===== src/rtl/rstlock_pkg.sv =====
package rstlock_pkg;
  localparam int unsigned CODE_W = 4;
  localparam logic [CODE_W-1:0] RESET_CODE  = 4'b1010;
  localparam logic [CODE_W-1:0] UNLOCK_CODE = 4'b0101;

  typedef struct packed {
    logic rst_hit;
    logic unlock_hit;
    logic store;
  } wr_decode_t;
endpackage


===== src/rtl/rstlock_pin_sync.sv =====
module rstlock_pin_sync #(
  parameter int unsigned SYNC_STAGES = 2
) (
  input  logic clk,
  input  logic rst,
  input  logic pin_n,
  output logic fall
);
  logic [SYNC_STAGES-1:0] stage;
  logic                   prev;

  genvar g;
  generate
    for (g = 0; g < SYNC_STAGES; g++) begin : g_sync
      if (g == 0) begin : g_first
        always_ff @(posedge clk) begin
          if (rst) stage[0] <= 1'b1;
          else     stage[0] <= pin_n;
        end
      end else begin : g_next
        always_ff @(posedge clk) begin
          if (rst) stage[g] <= 1'b1;
          else     stage[g] <= stage[g-1];
        end
      end
    end
  endgenerate

  always_ff @(posedge clk) begin
    if (rst) prev <= 1'b1;
    else     prev <= stage[SYNC_STAGES-1];
  end

  assign fall = prev & ~stage[SYNC_STAGES-1];
endmodule


===== src/rtl/rstlock_boot_seq.sv =====
module rstlock_boot_seq #(
  parameter int unsigned BOOT_CYCLES = 1024,
  parameter int unsigned CNT_W       = $clog2(BOOT_CYCLES)
) (
  input  logic clk,
  input  logic rst,
  input  logic start,
  output logic busy,
  output logic int_rst,
  output logic load_req
);
  localparam logic [CNT_W-1:0] LAST = CNT_W'(BOOT_CYCLES - 1);

  logic [CNT_W-1:0] cnt;

  always_ff @(posedge clk) begin
    if (rst) begin
      busy     <= 1'b1;
      cnt      <= '0;
      int_rst  <= 1'b1;
      load_req <= 1'b1;
    end else if (start) begin
      busy     <= 1'b1;
      cnt      <= '0;
      int_rst  <= 1'b1;
      load_req <= 1'b1;
    end else begin
      int_rst  <= 1'b0;
      load_req <= 1'b0;
      if (busy) begin
        if (cnt == LAST) busy <= 1'b0;
        else             cnt  <= cnt + 1'b1;
      end
    end
  end
endmodule


===== src/rtl/rstlock_write_gate.sv =====
module rstlock_write_gate
  import rstlock_pkg::*;
#(
  parameter int unsigned ADDR_W     = 3,
  parameter int unsigned DATA_W     = 8,
  parameter int unsigned TRIG_ADDR  = 1,
  parameter int unsigned RST_LSB    = 0,
  parameter int unsigned UNLOCK_LSB = 4
) (
  input  logic              clk,
  input  logic              rst,
  input  logic              wr_en,
  input  logic [ADDR_W-1:0] wr_addr,
  input  logic [DATA_W-1:0] wr_data,
  input  logic              busy,
  input  logic              cfg_lock,
  input  logic              boot_start,
  output wr_decode_t        dec,
  output logic              locked,
  output logic              wr_accept
);
  localparam logic [ADDR_W-1:0] TRIG = ADDR_W'(TRIG_ADDR);

  logic bypass;
  logic live;
  logic to_trig;

  assign live    = wr_en & ~busy;
  assign to_trig = (wr_addr == TRIG);
  assign locked  = cfg_lock & ~bypass;

  always_comb begin
    dec.rst_hit    = live & to_trig & (wr_data[RST_LSB +: CODE_W] == RESET_CODE);
    dec.unlock_hit = live & to_trig & (wr_data[UNLOCK_LSB +: CODE_W] == UNLOCK_CODE);
    dec.store      = live & ~to_trig & ~locked;
  end

  always_ff @(posedge clk) begin
    if (rst)                 bypass <= 1'b0;
    else if (boot_start)     bypass <= 1'b0;
    else if (dec.unlock_hit) bypass <= 1'b1;
  end

  always_ff @(posedge clk) begin
    if (rst) wr_accept <= 1'b0;
    else     wr_accept <= dec.store;
  end
endmodule


===== src/rtl/rstlock_regfile.sv =====
module rstlock_regfile #(
  parameter int unsigned NUM_REGS  = 8,
  parameter int unsigned DATA_W    = 8,
  parameter int unsigned ADDR_W    = $clog2(NUM_REGS),
  parameter int unsigned CFG_ADDR  = 0,
  parameter int unsigned TRIG_ADDR = 1,
  parameter int unsigned LOCK_BIT  = 0,
  parameter int unsigned PINEN_BIT = 1
) (
  input  logic                       clk,
  input  logic                       rst,
  input  logic                       load,
  input  logic [NUM_REGS*DATA_W-1:0] defaults,
  input  logic                       we,
  input  logic [ADDR_W-1:0]          wa,
  input  logic [DATA_W-1:0]          wd,
  input  logic                       busy,
  input  logic [ADDR_W-1:0]          ra,
  output logic [DATA_W-1:0]          rd,
  output logic                       cfg_lock,
  output logic                       cfg_pin_en
);
  localparam logic [ADDR_W-1:0] TRIG = ADDR_W'(TRIG_ADDR);

  logic [DATA_W-1:0] regs [NUM_REGS];

  always_ff @(posedge clk) begin
    if (rst || load) begin
      for (int i = 0; i < NUM_REGS; i++) regs[i] <= defaults[i*DATA_W +: DATA_W];
    end else if (we) begin
      regs[wa] <= wd;
    end
  end

  always_ff @(posedge clk) begin
    if (rst)                     rd <= '0;
    else if (busy || ra == TRIG) rd <= '0;
    else                         rd <= regs[ra];
  end

  assign cfg_lock   = regs[CFG_ADDR][LOCK_BIT];
  assign cfg_pin_en = regs[CFG_ADDR][PINEN_BIT];
endmodule


===== src/rtl/rstlock_ctrl.sv =====
module rstlock_ctrl
  import rstlock_pkg::*;
#(
  parameter int unsigned NUM_REGS    = 8,
  parameter int unsigned DATA_W      = 8,
  parameter int unsigned BOOT_CYCLES = 1024,
  parameter int unsigned SYNC_STAGES = 2,
  parameter int unsigned CFG_ADDR    = 0,
  parameter int unsigned TRIG_ADDR   = 1,
  parameter int unsigned LOCK_BIT    = 0,
  parameter int unsigned PINEN_BIT   = 1,
  parameter int unsigned RST_LSB     = 0,
  parameter int unsigned UNLOCK_LSB  = 4,
  parameter int unsigned ADDR_W      = $clog2(NUM_REGS)
) (
  input  logic                       clk,
  input  logic                       rst,
  input  logic                       por_evt,
  input  logic                       reset_pin_n,
  input  logic                       wr_en,
  input  logic [ADDR_W-1:0]          wr_addr,
  input  logic [DATA_W-1:0]          wr_data,
  input  logic [ADDR_W-1:0]          rd_addr,
  output logic [DATA_W-1:0]          rd_data,
  input  logic [NUM_REGS*DATA_W-1:0] nvm_defaults,
  output logic                       boot_busy,
  output logic                       int_rst,
  output logic                       load_req,
  output logic                       wr_accept,
  output logic                       lock_active
);
  wr_decode_t dec;
  logic pin_fall;
  logic cfg_lock;
  logic cfg_pin_en;
  logic boot_start;

  assign boot_start = por_evt | (pin_fall & cfg_pin_en) | dec.rst_hit;

  rstlock_pin_sync #(.SYNC_STAGES(SYNC_STAGES)) u_pin (
    .clk(clk), .rst(rst), .pin_n(reset_pin_n), .fall(pin_fall)
  );

  rstlock_boot_seq #(.BOOT_CYCLES(BOOT_CYCLES)) u_boot (
    .clk(clk), .rst(rst), .start(boot_start),
    .busy(boot_busy), .int_rst(int_rst), .load_req(load_req)
  );

  rstlock_write_gate #(
    .ADDR_W(ADDR_W), .DATA_W(DATA_W), .TRIG_ADDR(TRIG_ADDR),
    .RST_LSB(RST_LSB), .UNLOCK_LSB(UNLOCK_LSB)
  ) u_gate (
    .clk(clk), .rst(rst), .wr_en(wr_en), .wr_addr(wr_addr), .wr_data(wr_data),
    .busy(boot_busy), .cfg_lock(cfg_lock), .boot_start(boot_start),
    .dec(dec), .locked(lock_active), .wr_accept(wr_accept)
  );

  rstlock_regfile #(
    .NUM_REGS(NUM_REGS), .DATA_W(DATA_W), .ADDR_W(ADDR_W), .CFG_ADDR(CFG_ADDR),
    .TRIG_ADDR(TRIG_ADDR), .LOCK_BIT(LOCK_BIT), .PINEN_BIT(PINEN_BIT)
  ) u_regs (
    .clk(clk), .rst(rst), .load(load_req), .defaults(nvm_defaults),
    .we(dec.store), .wa(wr_addr), .wd(wr_data), .busy(boot_busy),
    .ra(rd_addr), .rd(rd_data), .cfg_lock(cfg_lock), .cfg_pin_en(cfg_pin_en)
  );
endmodule


===== config.mk =====
export PLATFORM = sky130hd
export DESIGN_NAME = rstlock_ctrl
export DESIGN_NICKNAME = d
export VERILOG_FILES = /design/src/rtl/rstlock_pkg.sv /design/src/rtl/rstlock_pin_sync.sv /design/src/rtl/rstlock_boot_seq.sv /design/src/rtl/rstlock_write_gate.sv /design/src/rtl/rstlock_regfile.sv /design/src/rtl/rstlock_ctrl.sv
export SDC_FILE = /design/constraint.sdc
export NUM_CORES = 1
export LEC_CHECK = 0
export CAP_MARGIN = 15
export CORE_MARGIN = 1
export CORE_UTILIZATION = 30
export DETAILED_ROUTE_END_ITERATION = 8
export PLACE_DENSITY = 0.59
export SLEW_MARGIN = 20
export SYNTH_ARGS = -nofsm -noshare
export SYNTH_HDL_FRONTEND = slang
export SYNTH_SLANG_ARGS = --single-unit

===== constraint.sdc =====
create_clock -name clk -period 2.77 [get_ports clk]
set_clock_uncertainty 0.1 [all_clocks]
set_input_delay 0.4155 -clock clk [delete_from_list [all_inputs] [get_ports clk]]
set_output_delay 0.4155 -clock clk [all_outputs]
set_load 0.03 [all_outputs]

; Yosys cells after proc, flatten, opt, wreduce, memory -nomap -nowiden
; Memories as Yosys holds them, arrays and structs flattened. A register that Yosys moved wholly into a read port is not among the register bits.
; Cells that the tools add are included.
[totals]
word_cells = 49
input_bits = 83
mem_count = 1
regBits = 17
ram_bits = 64
output_inout_bits = 13
[mem_list]
columns = memory, depth, width, read_ports, rd_ports_with_merged_regs, write_ports, line_no
row1 = u_regs.regs, 8, 8, 2, 1, 8, rstlock_regfile.sv:25  ; logic [DATA_W-1:0] regs [NUM_REGS];
[classes]
n_bitwise = 17
n_mux = 11
n_reduce_logical = 6
addsub = 1
eq_ne = 5
[ops]
columns = op, n
row1 = 10-bit by 1-bit adder with 10-bit output (second input constant), 1
row2 = 10-bit == test (second input constant), 1
row3 = 1-bit AND, 9
row4 = 1-bit 2-to-1 mux, 9
row5 = 8-bit 2-to-1 mux, 1
row6 = 8-bit OR reduction, 1
row7 = 3-bit by 1-bit == test with 1-bit output (second input constant), 2
row8 = 1-bit NOT, 6
row9 = 4-bit by 3-bit == test with 1-bit output (second input constant), 1
row10 = 4-bit == test (second input constant), 1
row11 = 2-bit OR reduction, 2
row12 = 3-bit 2-to-1 mux, 1
row13 = 1-bit logical OR, 2
row14 = 1-bit bitwise OR, 2
row15 = 2-bit AND reduction, 1

; Logic depth before layout (Yosys ltp)
[depth]
ltp_word = 9
ltp_mapped = 6

; Cells and area by module
; A second synthesis with hierarchy kept.
[unflattened]
cells_unflattened = 299
area_unflattened_um2 = 3996.3
[by_module_without_submodules]
columns = mod, n_inst, seq_area_each_um2, area_each_um2, cells_per_inst
row1 = rstlock_regfile, 1, 1841.8, 3119.2, 205
row2 = rstlock_boot_seq, 1, 240.2, 655.6, 73
row3 = rstlock_write_gate, 1, 40.0, 127.6, 13
row4 = rstlock_pin_sync, 1, 60.1, 85.1, 7
row5 = rstlock_ctrl, 1, 0.0, 8.8, 1

; Worst setup path after synthesis
; No wires, ideal clock.
[synth_path]
path_type = flip-flop to flip-flop
from = memory u_regs.regs[0][0]
to = memory u_regs.regs[7][0], enable pin
setup_slack_ns = 0.607
stages_incl_launch_ff = 4
n_path_buf = 0
arrival_ns = 1.679
path_cell_list = edfxtp_1 > nor2b_1 > nand4b_2 > o21ai_0
[synth_rtl]
columns = element, line_no
row1 = from (decl), rstlock_regfile.sv:25

==> run summary <==
Die Y -> 120 um
Synth top area share -> 46.3%
top layer in use -> met4
final-report hold violation count -> 0
worst vdd ir -> 0.236 mV
crit path DAT -> 1870 ps
Period minus WS final -> 2390 ps
CP startpoint -> u_regs.regs[0][0]
slowest stage cell, crit path -> clkdlybuf4s50_1
FILL cells -> 1,229
Final GP Congestion -> 0.802
worst-path fanout max -> 4
clk_lat worst skew -> 340 ps
crit path kind -> flop to output port
CTS buffer count -> 9
RSZ-0062 raised after global routing -> no
largest cells by area after synthesis -> edfxtp_1 (46%), mux2_2 (15%), dfxtp_1 (12%)
row count -> 42
WL met2 -> 5190 um
RR Startpoint -> u_regs.regs[0][0]
Die X -> 120 um
post-route ant nets -> 0
I/O pins -> 96
CTS tree -> yes
vias in the first global route -> 2,820
reg-to-reg slack, setup -> 570 ps
slack of the critical path -> 384 ps
drt drc -> 0
Setup Fix Bufs, Post-CTS -> 0
CP endpoint kind -> output port
Tightest Pin Transition -> 561 ps
Reg clk slew, reported paths -> 60 ps
RR Endpoint -> u_regs.regs[3][7]
core footprint -> 13,300 sq um
WP depth -> 2
crit path to -> lock_active
Synth top cells by count -> edfxtp_1 (64), mux2_2 (55), dfxtp_1 (25)
status -> finished clean
Post-synth EDFFs -> 64
met3 wire len -> 791 um
gr usage total -> 16.1%
cell taking the most area after synthesis -> edfxtp_1
Hold Crit Start -> u_pin.stage[0]
Seq/Total Area, Yosys -> 58.3%
Rel. slew slack -> 62.3%
final net count -> 469
r2r worst-path depth -> 5
H-tree depth -> 3
Mapped Area -> 4150 sq um
full die area -> 14,300 sq um
Cell variety after synth -> 45
Seq cells post-synth -> 89
drt pass-1 iters -> 4
CTS resizes -> 0
Peak Freq -> 419 MHz
Main synth FF type -> edfxtp_1
Pins Over Slew Limit -> 0
Top Family by Delay on Critical Path -> buffers and inverters
Tcrit/Tclk final -> 86.1%
share of layout cells above drive strength 1 -> 30.0%
Startpoint Class -> flop
max incr delay on CP -> 760 ps
WHS Path Cells -> 1
initial core utilization -> 31.1%
vias after detailed routing -> 2,746
WP data required -> 2250 ps
HP Class -> flop to flop
PortBufs -> 95
met1 WL -> 4610 um
Setup TNS -> 0 ps
drt via density -> 4.85
Hold Buf Count CTS -> 0
area grow syn2layout -> 36.4%
Leak -> 0.00202 uW
Iter 0 DRT Violations -> 177
antenna violations before repair -> 0
Power Dens Cells -> 523 nW/um^2
Ant. Diodes -> 0
largest net degree at the start of global routing -> 18
global-route wire length before repair -> 16,500 um
synthesized net count -> 361
Place WS -> 128 ps
count leader, synth -> edfxtp_1
worst path bufs/invs -> 1
Max Cap Viol -> 0
Avg WL per Cell -> 19.0 um
Remaining Overflow, GRT -> 0
maximum clock insertion buffer count -> 2
Detailed Route WL -> 10,800 um
dpl hpwl -> 8110 um
Cells after Synth -> 277
ys async rst share -> 0%
final setup fails -> 0
root buf cell -> clkbuf_16
yosys warns -> 0
critical-path cell list -> nor2b_1 -> clkdlybuf4s50_1
total clock sinks -> 89
Post-Syn Area per Cell -> 15.0 sq um
## per-stage QoR
stage	instances	instance area (sq um)	hold WS (ps)	total power (uW)	util, %
floorplan	277	4150	289	1690	-
global placement	550	5400	291	1880	40.4
detailed placement	550	5400	293	1890	40.4
CTS	566	5660	308	2990	42.4
global route	566	5660	324	3060	42.4
finish	566	5660	307	2960	42.4
## cells in the final DEF (no fill, tap or decap), types with 2 or more instances in the layout
cell type,synthesis,final
mux2i_1,10,10
buf_4,2,20
clkinv_4,0,2
nand4_1,4,4
nor2_1,21,21
nor4bb_1,2,2
nor3_1,7,7
nand3b_2,2,2
nor2b_1,4,4
clkdlybuf4s50_1,0,95
clkbuf_16,0,9
mux4_2,16,16
or2_2,3,3
nor3b_4,2,2
and3_1,3,3
a21oi_1,2,2
clkbuf_1,13,2
xor2_1,2,2
nand2_1,9,9
dfxtp_1,25,25
nand2b_1,5,5
mux2_2,55,55
edfxtp_1,64,64
## cell families (layout without fill, tap and decap cells)
family / Yosys count / count (layout) / share of synthesized area, %
flops: 89 / 89 / 58.3
mux: 82 / 82 / 26.3
simple gates: 72 / 72 / 10.7
buf+inv: 20 / 133 / 2.05
compound gates: 11 / 11 / 1.96
xor+xnor: 2 / 2 / 0.422
fa+ha+maj: 1 / 1 / 0.301
## how the worst min path moves through the flow
| stage | end | slack, ps |
|---|---|---|
| after floorplan | u_pin.stage[1] | 290 |
| after global placement | u_pin.stage[1] | 290 |
| after detailed placement | u_pin.stage[1] | 290 |
| after CTS | u_pin.stage[1] | 310 |
| after global routing | u_pin.stage[1] | 320 |
| final | u_pin.stage[1] | 310 |
## area by class of cell
type	count	area (sq um)	share of cell area, %
well taps	176	220	3.89
multi-input cells	168	1650	29.1
inverters	2	7.51	0.133
flip-flops and latches	89	2420	42.8
clock inverters	5	33.8	0.597
repair buffers	115	1100	19.4
clock buffers	11	233	4.11
## where the power goes
group,internal (uW),switching [uW],total (uW)
logic,207,125,332
clock network,607,501,1110
registers,1500,21.1,1520
total,2310,647,2960
## registers in the layout (all words and copies together) (netlist names)
signal and count:
u_regs.rd 8, u_boot.cnt 10, u_gate.bypass 1, u_gate.wr_accept 1, u_pin.stage 2, u_regs.regs 64, u_boot.int_rst 1, u_boot.busy 1
u_pin.prev 1
## routing by layer
| metal | up-vias | global-route usage [%] |
|---|---|---|
| met5 | - | 0 |
| met4 | 0 | 5.63 |
| met3 | 16 | 5.70 |
| met2 | 92 | 25.5 |
| met1 | 1358 | 20.2 |
| li1 | 1280 | - |
No activity file was read; power rests on OpenSTA's default activity.
